===== src/rtl/dntimer_pkg.sv =====
package dntimer_pkg;

    typedef enum logic {
        ST_HALT = 1'b0,
        ST_RUN  = 1'b1
    } run_state_t;

    localparam logic [1:0] ADDR_PERIOD = 2'd0;
    localparam logic [1:0] ADDR_PRESC  = 2'd1;
    localparam logic [1:0] ADDR_REPEAT = 2'd2;
    localparam logic [1:0] ADDR_CTRL   = 2'd3;

    // bit 2: buffer period writes, bit 1: quiet software updates, bit 0: hold updates
    typedef struct packed {
        logic buf_period;
        logic quiet_sw;
        logic hold_upd;
    } ctrl_t;

    localparam int CTRL_W = $bits(ctrl_t);

endpackage


===== src/rtl/dntimer_regs.sv =====
module dntimer_regs
    import dntimer_pkg::*;
#(
    parameter int DW = 16,
    parameter int CW = 16,
    parameter int PW = 16,
    parameter int RW = 16
) (
    input  logic          clk,
    input  logic          rst_n,
    input  logic          wr_en,
    input  logic [1:0]    wr_addr,
    input  logic [DW-1:0] wr_data,
    input  logic          uev,
    output logic [CW-1:0] arr_pre,
    output logic [CW-1:0] arr_act,
    output logic [PW-1:0] psc_pre,
    output logic [PW-1:0] psc_act,
    output logic [RW-1:0] rep_pre,
    output ctrl_t         ctrl
);

    // Active copies follow the preload copies only on an update event.
    always_ff @(posedge clk or negedge rst_n) begin
        if (!rst_n) begin
            arr_act <= '0;
            psc_act <= '0;
        end else begin
            if (uev) begin
                arr_act <= arr_pre;
                psc_act <= psc_pre;
            end
            // An unbuffered period write overrides the update copy.
            if (wr_en && wr_addr == ADDR_PERIOD && !ctrl.buf_period) begin
                arr_act <= wr_data[CW-1:0];
            end
        end
    end

    always_ff @(posedge clk or negedge rst_n) begin
        if (!rst_n) begin
            arr_pre <= '0;
            psc_pre <= '0;
            rep_pre <= '0;
            ctrl    <= '0;
        end else if (wr_en) begin
            unique case (wr_addr)
                ADDR_PERIOD: arr_pre <= wr_data[CW-1:0];
                ADDR_PRESC:  psc_pre <= wr_data[PW-1:0];
                ADDR_REPEAT: rep_pre <= wr_data[RW-1:0];
                ADDR_CTRL:   ctrl    <= ctrl_t'(wr_data[CTRL_W-1:0]);
            endcase
        end
    end

endmodule


===== src/rtl/dntimer_presc.sv =====
module dntimer_presc #(
    parameter int PW = 16
) (
    input  logic          clk,
    input  logic          rst_n,
    input  logic          run,
    input  logic          clr,
    input  logic [PW-1:0] psc_act,
    output logic          tick
);

    logic [PW-1:0] pcnt;

    assign tick = run && (pcnt == psc_act);

    always_ff @(posedge clk or negedge rst_n) begin
        if (!rst_n) begin
            pcnt <= '0;
        end else if (clr || tick) begin
            pcnt <= '0;
        end else if (run) begin
            pcnt <= pcnt + 1'b1;
        end
    end

endmodule


===== src/rtl/dntimer_cnt.sv =====
module dntimer_cnt
    import dntimer_pkg::*;
#(
    parameter int CW = 16,
    parameter int RW = 16
) (
    input  logic          clk,
    input  logic          rst_n,
    input  logic          cnt_en,
    input  logic          tick,
    input  logic          trig,
    input  logic          hold,
    input  logic          quiet,
    input  logic          flag_clr,
    input  logic [CW-1:0] arr_act,
    input  logic [CW-1:0] arr_pre,
    input  logic [RW-1:0] rep_pre,
    output run_state_t    state,
    output logic [CW-1:0] count,
    output logic          rep_evt,
    output logic          sw_evt,
    output logic          uev,
    output logic          upd_pulse,
    output logic          upd_flag
);

    run_state_t    state_nxt;
    logic [RW-1:0] rep_cnt;
    logic          underflow;
    logic          flag_set;

    assign underflow = tick && (count == '0);
    assign rep_evt   = underflow && (rep_cnt == '0);
    assign sw_evt    = trig && !hold;
    assign uev       = (rep_evt && !hold) || sw_evt;
    assign flag_set  = (rep_evt && !hold) || (sw_evt && !quiet);

    // Transitions: start (HALT->RUN) and stop (RUN->HALT).
    always_comb begin
        state_nxt = state;
        unique case (state)
            ST_HALT: if (cnt_en)  state_nxt = ST_RUN;
            ST_RUN:  if (!cnt_en) state_nxt = ST_HALT;
        endcase
    end

    always_ff @(posedge clk or negedge rst_n) begin
        if (!rst_n) state <= ST_HALT;
        else        state <= state_nxt;
    end

    // Counter and repetition counter.
    always_ff @(posedge clk or negedge rst_n) begin
        if (!rst_n) begin
            count   <= '0;
            rep_cnt <= '0;
        end else if (uev) begin
            count   <= arr_pre;
            rep_cnt <= rep_pre;
        end else if (underflow) begin
            count <= arr_act;
            if (rep_cnt != '0) rep_cnt <= rep_cnt - 1'b1;
        end else if (tick) begin
            count <= count - 1'b1;
        end
    end

    // Event outputs.
    always_ff @(posedge clk or negedge rst_n) begin
        if (!rst_n) begin
            upd_pulse <= 1'b0;
            upd_flag  <= 1'b0;
        end else begin
            upd_pulse <= uev;
            if (flag_set)      upd_flag <= 1'b1;
            else if (flag_clr) upd_flag <= 1'b0;
        end
    end

endmodule


===== src/rtl/dntimer_core.sv =====
module dntimer_core
    import dntimer_pkg::*;
#(
    parameter int DW = 16,
    parameter int CW = 16,
    parameter int PW = 16,
    parameter int RW = 16
) (
    input  logic          clk,
    input  logic          rst_n,
    input  logic          wr_en,
    input  logic [1:0]    wr_addr,
    input  logic [DW-1:0] wr_data,
    input  logic          cnt_en,
    input  logic          upd_trig,
    input  logic          flag_clr,
    output logic [CW-1:0] count,
    output logic          upd_pulse,
    output logic          upd_flag
);

    logic [CW-1:0] arr_pre;
    logic [CW-1:0] arr_act;
    logic [PW-1:0] psc_pre;
    logic [PW-1:0] psc_act;
    logic [RW-1:0] rep_pre;
    ctrl_t         ctrl;
    run_state_t    run_st;
    logic          tick;
    logic          uev;
    logic          rep_evt;
    logic          sw_evt;
    logic          hold_w;
    logic          quiet_w;

    assign hold_w  = ctrl.hold_upd;
    assign quiet_w = ctrl.quiet_sw;

    dntimer_regs #(.DW(DW), .CW(CW), .PW(PW), .RW(RW)) u_regs (
        .clk     (clk),
        .rst_n   (rst_n),
        .wr_en   (wr_en),
        .wr_addr (wr_addr),
        .wr_data (wr_data),
        .uev     (uev),
        .arr_pre (arr_pre),
        .arr_act (arr_act),
        .psc_pre (psc_pre),
        .psc_act (psc_act),
        .rep_pre (rep_pre),
        .ctrl    (ctrl)
    );

    dntimer_presc #(.PW(PW)) u_presc (
        .clk     (clk),
        .rst_n   (rst_n),
        .run     (run_st == ST_RUN),
        .clr     (sw_evt),
        .psc_act (psc_act),
        .tick    (tick)
    );

    dntimer_cnt #(.CW(CW), .RW(RW)) u_cnt (
        .clk       (clk),
        .rst_n     (rst_n),
        .cnt_en    (cnt_en),
        .tick      (tick),
        .trig      (upd_trig),
        .hold      (hold_w),
        .quiet     (quiet_w),
        .flag_clr  (flag_clr),
        .arr_act   (arr_act),
        .arr_pre   (arr_pre),
        .rep_pre   (rep_pre),
        .state     (run_st),
        .count     (count),
        .rep_evt   (rep_evt),
        .sw_evt    (sw_evt),
        .uev       (uev),
        .upd_pulse (upd_pulse),
        .upd_flag  (upd_flag)
    );

endmodule


===== config.mk =====
export PLATFORM = sky130hd
export DESIGN_NAME = dntimer_core
export DESIGN_NICKNAME = d
export VERILOG_FILES = /design/src/rtl/dntimer_pkg.sv /design/src/rtl/dntimer_regs.sv /design/src/rtl/dntimer_presc.sv /design/src/rtl/dntimer_cnt.sv /design/src/rtl/dntimer_core.sv
export SDC_FILE = /design/constraint.sdc
export NUM_CORES = 1
export LEC_CHECK = 0
export BUFFER_PORTS_ARGS = -buffer_cell sky130_fd_sc_hd__buf_2
export CAP_MARGIN = 20
export CORE_UTILIZATION = 40
export CTS_CLUSTER_DIAMETER = 150
export DETAILED_ROUTE_END_ITERATION = 16
export GPL_TIMING_DRIVEN = 0
export PLACE_DENSITY_LB_ADDON = 0.3
export RECOVER_POWER = 50
export SLEW_MARGIN = 20
export SYNTH_ARGS = -nofsm -noshare
export SYNTH_HDL_FRONTEND = slang
export SYNTH_SLANG_ARGS = --single-unit

===== constraint.sdc =====
create_clock -name clk -period 2.5 [get_ports clk]
set_input_delay 0.25 -clock clk [delete_from_list [all_inputs] [get_ports clk]]
set_output_delay 0.25 -clock clk [all_outputs]
set_load 0.05 [all_outputs]

After elaboration in Yosys (flattened, before gate mapping). Cells that the tools add are included.

Register bits: 134. Bits of input ports: 24. Output and inout port bits: 18. Logic and storage cells: 63.

Add/sub/neg operators: 3. Equality and inequality tests: 4. Muxes and demuxes: 13. Reduce and logical (&&, ||, !) cells: 29.

Operators by type and width (count): 16-bit 2-to-1 mux (10); 16-bit zero test (2); 16-bit by 1-bit subtractor with 16-bit output (second input constant) (2); 16-bit by 1-bit adder with 16-bit output (second input constant) (1); 16-bit == test (1); 16-bit nonzero test (1); 2-bit AND reduction (5); 2-bit nonzero test (5); 1-bit logical AND (8); 2-bit == test (second input constant) (2); 1-bit zero test (3); 1-bit logical OR (3); 1-bit 2-to-1 mux (3); 3-bit nonzero test (1); 2-bit by 1-bit == test with 1-bit output (second input constant) (1); 2-bit zero test (1).

Depth between registers and ports, before layout. Gate-level depths: netlist (run 1).

Depth in word-level cells: 8. Gate-level depth with buffers: 13. Mapped depth without buffers: 10.

Cells and area by module. Synthesis (run 1) repeated with hierarchy kept, for this count alone.

Cell total of the unflattened synthesis: 567. Area total of the unflattened synthesis: 6613.8 µm².

By module, submodules not included: dntimer_regs (instances 1, cells each 195, area an instance 3319.4 µm², sequential area each 2077.0 µm²); dntimer_cnt (instances 1, cells each 270, area an instance 2308.5 µm², sequential area each 875.8 µm²); dntimer_presc (instances 1, cells each 102, area an instance 985.9 µm², sequential area each 400.4 µm²).

Least setup slack after synthesis (run 1). OpenSTA, ideal clock, no wires.

Path type: register to register. Start: register u_cnt.count[0]. End: register u_cnt.rep_cnt[14]. Library setup time: 124 ps. Arrival time: 2525 ps. Data required time: 2376 ps. Path slack: -149 ps. Cell stages (with the launch flop): 12. Path buffers: 2. Clock period less this slack: 2649 ps. Cell sequence: dfrtp_1 -> inv_1 -> ha_1 -> nor4b_1 -> nand4_1 -> nor4b_4 -> and2_4 -> buf_8 -> a21oi_4 -> buf_6 -> o311a_1 -> a211o_1.

Word-level cells in the longest chain between the ends: 7. Elaborated cells on any way between the ends: 9. Those cells by class: mux (1); reduce/logical (8).

Ends and longest elaborated chain: from (decl) (RTL line dntimer_cnt.sv:19) `output logic [CW-1:0] count,`; from (signal assigned) (RTL line dntimer_cnt.sv:58) `count <= arr_pre;`; from (signal assigned) (RTL line dntimer_cnt.sv:61) `count <= arr_act;`; from (signal assigned) (RTL line dntimer_cnt.sv:64) `count <= count - 1'b1;`; 16-bit zero test (*) (RTL line dntimer_cnt.sv:32) `assign underflow = tick && (count == '0);`; 1-bit logical AND (*) (RTL line dntimer_cnt.sv:32); 1-bit logical AND (RTL line dntimer_cnt.sv:33) `assign rep_evt = underflow && (rep_cnt == '0);`; 1-bit logical AND (RTL line dntimer_cnt.sv:35) `assign uev = (rep_evt && !hold) || sw_evt;`; 1-bit logical OR (RTL line dntimer_cnt.sv:35); 2-bit nonzero test (no source line); 2-bit AND reduction (no source line); to (signal assigned) (RTL line dntimer_cnt.sv:59) `rep_cnt <= rep_pre;`; to (signal assigned) (RTL line dntimer_cnt.sv:62) `if (rep_cnt != '0) rep_cnt <= rep_cnt - 1'b1;`; to (decl) (RTL line dntimer_cnt.sv:28) `logic [RW-1:0] rep_cnt;`.

Every way passes the cells marked *; elsewhere a longest branch is shown, timed or not. A chain may end at the register's enable or synchronous reset.

Worst setup path in the final report (run 1).
Start: register u_cnt.count[4]. End: register u_cnt.rep_cnt[6].

The elaborated chain is that of the path after synthesis.

==> results of run 1 <==
## worst max-delay path by stage
| stage | end | from | slack, ns |
|---|---|---|---|
| 2_1_floorplan | u_cnt.rep_cnt[14]$_DFFE_PN0P_ | u_cnt.count[9]$_DFFE_PN0P_ | 0.002 |
| 3_3_place_gp | u_cnt.count[8]$_DFFE_PN0P_ | rst_n | -0.90 |
| 5_1_grt | u_cnt.rep_cnt[6]$_DFFE_PN0P_ | u_cnt.count[4]$_DFFE_PN0P_ | -0.15 |
| 3_5_place_dp | u_cnt.rep_cnt[7]$_DFFE_PN0P_ | u_cnt.count[0]$_DFFE_PN0P_ | -0.44 |
| 4_1_cts | u_cnt.rep_cnt[14]$_DFFE_PN0P_ | u_cnt.count[8]$_DFFE_PN0P_ | 0.002 |
| 6_report | u_cnt.rep_cnt[6]$_DFFE_PN0P_ | u_cnt.count[4]$_DFFE_PN0P_ | -0.06 |
## synthesized netlist by cell type (3+ instances only)
| cell | n |
|---|---|
| nand4_1 | 13 |
| a31oi_1 | 22 |
| buf_2 | 4 |
| nand2b_1 | 11 |
| a21oi_1 | 5 |
| nor3_1 | 17 |
| buf_4 | 4 |
| clkbuf_1 | 21 |
| nor2_1 | 58 |
| o22ai_1 | 3 |
| nor2b_1 | 3 |
| or4_1 | 3 |
| xnor2_1 | 21 |
| mux2_2 | 51 |
| nor4_1 | 7 |
| ha_1 | 5 |
| or3_1 | 4 |
| xor2_1 | 17 |
| a211oi_1 | 3 |
| o2111ai_1 | 12 |
| nor4b_1 | 3 |
| nand3_1 | 29 |
| inv_1 | 8 |
| dfrtp_1 | 134 |
| o21ai_0 | 7 |
| nand2_1 | 131 |
| o211ai_1 | 4 |
| and3_1 | 6 |
## what timing repair did
item / 4_1_cts / 5_1_grt
endpoints found under the hold margin: 67 / 0
buffers inserted: 12 / 7
hold buffers: 2 / 0
gates resized for setup: 30 / 100
pin swaps: 5 / 63
cloned: 1 / 6
setup endpoints to repair: 71 / 80
## power groups by stage
| stage | clock network [W] | logic (W) | registers, W |
|---|---|---|---|
| after floorplan | 0 | 0.00118 | 0.00359 |
| after global placement | 0 | 0.00206 | 0.00328 |
| after detailed placement | 0 | 0.00213 | 0.00331 |
| after CTS | 0.00271 | 0.00228 | 0.00329 |
| after global routing | 0.00282 | 0.00276 | 0.00342 |
| final | 0.00267 | 0.00256 | 0.00335 |
## critical path, delay by kind of cell, from the launching register on
kind / cells / cell delay (ns)
AO/OA/AOI/OAI: 3 / 0.59
buffers and inverters: 3 / 0.45
flip-flops: 1 / 0.46
AND/OR/NAND/NOR: 4 / 0.92
## final cells by class
cell class	instances	area [sq um]	share of cell area, %
Sequential cell	134	3360	39.6
Timing Repair Buffer	70	579	6.83
Inverter	9	38.8	0.457
Clock inverter	15	200	2.36
Buffer	28	246	2.91
Multi-Input combinational cell	475	3360	39.6
Tap cell	216	270	3.19
Clock buffer	17	425	5.02
## metrics by stage
step / setup slack (ns) / cells / TNS, ns
3_5_place_dp: -0.443 / 908 / -24.42
4_1_cts: 0.00243 / 952 / 0
6_report: -0.0571 / 964 / -0.148
3_3_place_gp: -0.898 / 907 / -111.42
5_1_grt: -0.151 / 964 / -10.65
2_1_floorplan: 0.00204 / 650 / 0
## registers in the layout, indices dropped and copies added (netlist names)
| name | cells |
|---|---|
| u_cnt.state | 1 |
| u_cnt.count | 16 |
| u_regs.arr_pre | 16 |
| u_cnt.upd_flag | 1 |
| u_regs.psc_act | 16 |
| u_cnt.rep_cnt | 16 |
| u_presc.pcnt | 16 |
| u_regs.psc_pre | 16 |
| u_cnt.upd_pulse | 1 |
| u_regs.ctrl | 3 |
| u_regs.arr_act | 16 |
| u_regs.rep_pre | 16 |
## cells by family (layout without fill, tap and decap cells)
logic type,after synthesis,in the layout
simple gates,299,299
flops,134,134
compound gates,80,80
mux,53,53
buf+inv,41,139
xor+xnor,38,38
fa+ha+maj,5,5
## per-layer routing
metal	wire length (microns)	vias up
li1	-	2467
met1	8110	2733
met2	9560	153
met3	883	41
met4	479	0
met5	0	-
==> summary.md, run 1 <==
| Metric | Value |
|---|---|
| Largest net degree at the start of global routing | between 60 and 70 |
| Seq pwr share | around two fifths |
| Clk pwr share | between 30% and 40% |
| Ys flop type | dfrtp_1 |
| R2R Path End | u_cnt.rep_cnt[6]$_DFFE_PN0P_ |
| Synthesized instance count | 650 |
| Cells taking the most area after synthesis | dfrtp_1 51%, mux2_2 8.7%, nand2_1 7.5% |
| Worst path slowest cell | dfrtp_2 |
| Commonest non-fill, non-tap cell in the layout | dfrtp_1 |
| WP data arrival | 2.86 ns |
| Buffers on Ports | 41 |
| Final Max Tran Viols | 68 |
| Io pins | 42 |
| Comb pwr share | approximately 30% |
| Int Power | 0.00544 W |
| Rows | between 40 and 50 |
| Drt first pass iters | 5 |
| Clk_lat worst skew | between 0.4 and 0.5 ns |
| R2R Setup Slk | -0.06 ns |
| Die area | 17,000 sq um |
| Hold Path Class | input pin to flip-flop |
| Most frequent cells in the layout | 128 x dfrtp_1, 106 x nand2_1, 56 x nor2_1 |
| Final WS setup | -0.0571 ns |
| Synth Area in Simple Gates | between 20% and 30% |
| Mapped Nets | just under 700 |
| Ys async rst share | between 90% and 100% |
| Detail Route Antenna Nets | 0 |
| Type of element launching the critical path | flip-flop |
| Switching power | around 0.0031 W |
| Synth unique cells | 63 |
| Relative slew slack | -12.0% |
| DR iter-0 viols | 272 |
| Max_cap viols | 1 |
| Fin area | about 8500 sq um |
| Global routing's busiest layer | met2 |
| Crit. End Element | flip-flop |
| Worst Reg-to-Reg Cells | 10 |
| CTS buffer count | 17 |
| Root Driver | clkbuf_16 |
| Yosys warns | 0 |
| Post-synthesis compound-gate area fraction | just over 9% |
| Hold path startpoint | flag_clr |
| Max FO, Critical Path | 6 |
| # diodes | 0 |
| Biggest area consumer among synthesized cells | dfrtp_1 |
| Post-synth top area share | around 51% |
| Yosys reg bits | 134 |
| Fmax | approximately 0.4 GHz |
| CORE AREA | about 16,000 sq um |
| Fin crit share | 102% |
| H-tree depth | 4 |
| Clock tree sinks | 134 |
| Crit-path cells | nor4_4, nand4_1, buf_6, nor4b_4, buf_4, and2_4, buf_12, a2bb2oi_4, o21ai_1, a221o_1 |
| CTS tree | done |
| Met3 usage | approximately 5.9% |
| CTS max path bufs | 2 |
| Area growth, synth to finish | 29.0% |
| Adder-Cell Fraction of Synth Area | 0.951% |
| RSZ-0062 raised after global routing | yes |
| Hold Path Stages | 2 |
| GR Util met1 | 29.7% |
| M2 GR Usage | between 30% and 40% |
| XOR/XNOR Fraction of Synth Area | 5.06% |
| Final WL | around 19 mm |
| Post-layout util | between 50% and 60% |
| Fin. Hold Viols | 0 |
| Congestion Overflow GR | 0 |
| Reg clk slew, reported paths | 0.06 ns |
| Worst hold slack | around 0.019 ns |
| Kind of critical path | flip-flop to flip-flop |
| Least-Margin Pin Slew | approximately 1.7 ns |
| Pwr dens | ~1000 nW/um^2 |
| Synthesized area | ~6600 sq um |
| First-pass GRT wire length | a little under 30 mm |
| Seq/Total Area, Yosys | between 50% and 60% |
| Reg2reg start | u_cnt.count[4]$_DFFE_PN0P_ |
| Number of global-route vias before repair | around 5,600 |
| Starting Density | about two fifths |
| Chip Height | between 100 and 150 microns |
| Layout cells sized above 1 | approximately 32% |
| Number of synthesized flops with an enable pin | 0 |
| WP data required | 2.80 ns |
| Final setup fails | 8 |
| Vias | between 5,000 and 6,000 |
| Die X | ~130 microns |
| Static leakage | between 3 and 4 nW |
| Largest family of logic cells by synthesized area | simple AND/OR/NAND/NOR gates |
| Hold Path End | u_cnt.upd_flag$_DFFE_PN0P_ |
| # fillers | 1,455 |
| Post-route DRC violation count | 0 |
| Routed WL per cell | 19.7 microns |
| CP max stage delay | ~0.46 ns |
| Total Nets Final | 764 |
| Detailed Place HPWL | between 10 and 15 mm |
| Maximum VDD drop | approximately 0.67 mV |
| Clk_skew | around 0.011 ns |
| Run status | finished, violations left |
| Syn Area/Cell | around 10 sq um |
| Global placer's final weighted congestion | slightly above 0.9 |
| Overall power | around 0.0086 W |
| GRT Overall Usage | 23.8% |
| Antenna violations before repair | 0 |
| Sw Share | approximately 37% |
| Tmin final | between 2 and 3 ns |
| Dpl cell area | between 7000 and 8000 sq um |
| Multiplexer area fraction after synthesis | under 10% |
| DR vias/cell | roughly 5.6 |
| Violated checks | max-capacitance violations, max-slew violations, negative setup slack |
No activity file was read; power rests on OpenSTA's default activity.
==> run 2: changes to the inputs <==
CORE_UTILIZATION = 50   (was 40)
==> summary.md, run 2 (same netlist as run 1, synthesis figures left out) <==
| Metric | Value |
|---|---|
| Io pins | 42 (unchanged) |
| Global placer's final weighted congestion | 0.904 (-2.7%) |
| Detail Route Antenna Nets | 0 (unchanged) |
| Post-route DRC violation count | 0 (unchanged) |
| Reg2reg start | u_cnt.count[1]$_DFFE_PN0P_ |
| Placed Instances | 864 (-4.8%) |
| CTS tree | done |
| Crit. End Element | flip-flop |
| Area growth, synth to finish | 28.6% |
| Detailed Place HPWL | 12.1 mm (-4.9%) |
| Post-Layout Cell Count | 926 (-3.9%) |
| RSZ-0062 raised after global routing | yes |
| Largest net degree at the start of global routing | 84 (+22%) |
| R2R Path End | u_cnt.rep_cnt[6]$_DFFE_PN0P_ |
| Starting Density | 51.7% (+10 points) |
| DR iter-0 viols | 450 (+65%) |
| Routed WL per cell | 20.3 microns (+3.0%) |
| Most frequent cells in the layout | 128 x dfrtp_1, 106 x nand2_1, 55 x nor2_1 |
| Relative slew slack | 12.6% (+25 points) |
| Worst Reg-to-Reg Cells | 11 (+1) |
| Antenna violations before repair | 0 (unchanged) |
| Final WL | 18.8 mm (-1.0%) |
| First-pass GRT wire length | 28.3 mm (-5.2%) |
| Maximum VDD drop | 0.847 mV (+27%) |
| CTS buffer count | 17 (unchanged) |
| Kind of critical path | flip-flop to flip-flop |
| Layout cells sized above 1 | 32.6% (+0.14 points) |
| Run status | complete, no violations |
| R2R Setup Slk | 0.002 ns (+0.06 ns) |
| Tmin final | 2.50 ns (-0.0591 ns) |
| H-tree depth | 4 (unchanged) |
| GRT Overall Usage | 28.4% (+4.6 points) |
| Die area | 13,600 sq um (-20%) |
| Total Nets Final | 770 (+0.79%) |
| WP data required | 2.80 ns (about the same) |
| Crit path to | u_cnt.rep_cnt[6]$_DFFE_PN0P_ |
| Commonest non-fill, non-tap cell in the layout | dfrtp_1 |
| Rows | 41 (-11%) |
| Fin. Hold Viols | 0 (unchanged) |
| TNS Setup | 0 ns (+0.148 ns) |
| Die X | 117 microns (-10%) |
| DR vias/cell | 5.99 (+7.0%) |
| Final Max Tran Viols | 0 (-100%) |
| Critical Path Start | u_cnt.count[1]$_DFFE_PN0P_ |
| CORE AREA | 12,700 sq um (-20%) |
| Type of element launching the critical path | flip-flop |
| Fmax | 0.400 GHz (+2.4%) |
| Final setup fails | 0 (-8) |
| Chip Height | 117 microns (-10%) |
| Dpl cell area | 7040 sq um (-0.78%) |
| # fillers | 1,012 (-30%) |
| Number of global-route vias before repair | 5,400 (-3.4%) |
| Fin area | 8460 sq um (-0.28%) |
| Reg clk slew, reported paths | 0.06 ns (about the same) |
| Congestion Overflow GR | 0 (unchanged) |
| Drt first pass iters | 5 (unchanged) |
| Least-Margin Pin Slew | 1.31 ns (-0.370 ns) |
| Hold Path Class | input pin to flip-flop |
| CTS max path bufs | 2 (unchanged) |
| Static leakage | 3.69 nW (-0.90%) |
| Pwr dens | 1000 nW/um^2 (-1.1%) |
| Root Driver | clkbuf_16 |
| Clock tree sinks | 134 (unchanged) |
| Buffers on Ports | 41 (unchanged) |
| # diodes | 0 (unchanged) |
| Vias | 5,546 (+2.8%) |
| WP data arrival | 2.80 ns (-0.06 ns) |
| Max_cap viols | 0 (-1) |
| Fin crit share | 99.9% (-2.4 points) |
| Max FO, Critical Path | 7 (+1) |
| Clk_lat worst skew | 0.43 ns (about the same) |
| Clk_skew | 0.00966 ns (-0.00151 ns) |
==> run 2: cell count changes in the layout (fill, tap and decap cells not counted), moves of 4 or more <==
cell       previous run  this run
a31oi_1              18        22
clkbuf_1             11        15
o2111ai_2             6        10
nand2_4              12         4
a31oi_2               4         0
o2111ai_1             5         0
nand2_2              13        21
==> run 2: timing repair <==
item	4_1_cts	5_1_grt
cloned	1	7
resized for setup	33	102
pin swaps	5	76
hold buffers	2	0
endpoints found under the hold margin	52	0
setup buffers	15	10
endpoints found under the setup margin	71	80
==> run 2: report_power, final <==
group	internal, W	total (W)	switching [W]
clock	0.00157	0.00252	0.000952
combinational	0.00105	0.00256	0.00151
sequential	0.00272	0.00338	0.000660
total	0.00534	0.00847	0.00313
==> run 2: critical path: stages (launching register included) <==
cell and delay, ns:
dfrtp_2 0.43, inv_4 0.08, ha_4 0.13, nor4b_4 0.21, nand4_1 0.14, buf_6 0.16, nor4b_4 0.30, buf_4 0.18
nand3_4 0.13, a2bb2oi_4 0.23, o21ai_2 0.07, a221o_1 0.31
==> run 2: area by class of cell <==
class	count	area [sq um]	area share (%)
Clock inverter	12	153	1.80
Sequential cell	134	3360	39.7
Timing Repair Buffer	76	637	7.53
Multi-Input combinational cell	475	3350	39.6
Tap cell	172	215	2.54
Inverter	9	43.8	0.518
Buffer	28	259	3.06
Clock buffer	20	437	5.16
==> run 2: worst min-delay path by stage <==
stage	startpoint	endpoint	slack (ns)	depth (start not counted)
global route	flag_clr	u_cnt.upd_flag$_DFFE_PN0P_	0.02	2
finish	flag_clr	u_cnt.upd_flag$_DFFE_PN0P_	0.03	2
CTS	flag_clr	u_cnt.upd_flag$_DFFE_PN0P_	0.01	2
floorplan	rst_n	u_cnt.count[0]$_DFFE_PN0P_	-0.05	0
global placement	cnt_en	u_cnt.state$_DFF_PN0_	0.36	1
detailed placement	rst_n	u_regs.psc_pre[3]$_DFFE_PN0P_	0.19	1
==> run 2: per-stage QoR <==
step           setup slack (ns)  hold WS [ns]  utilization, %  power, W
2_1_floorplan           0.00204       -0.0456               -   0.00477
3_3_place_gp             -0.840         0.360            55.0   0.00533
3_5_place_dp             -0.462         0.192            55.4   0.00543
4_1_cts                -0.00894        0.0109            62.1   0.00813
5_1_grt                  -0.129        0.0164            66.5   0.00884
6_report                0.00201        0.0275            66.5   0.00847
==> run 2: per-layer routing <==
| metal | global-route usage (%) | part of all wire, % |
|---|---|---|
| met5 | 0 | 0 |
| met4 | 12.5 | 2.2 |
| met3 | 7.01 | 6.2 |
| met2 | 47.3 | 51 |
| met1 | 35.2 | 41 |
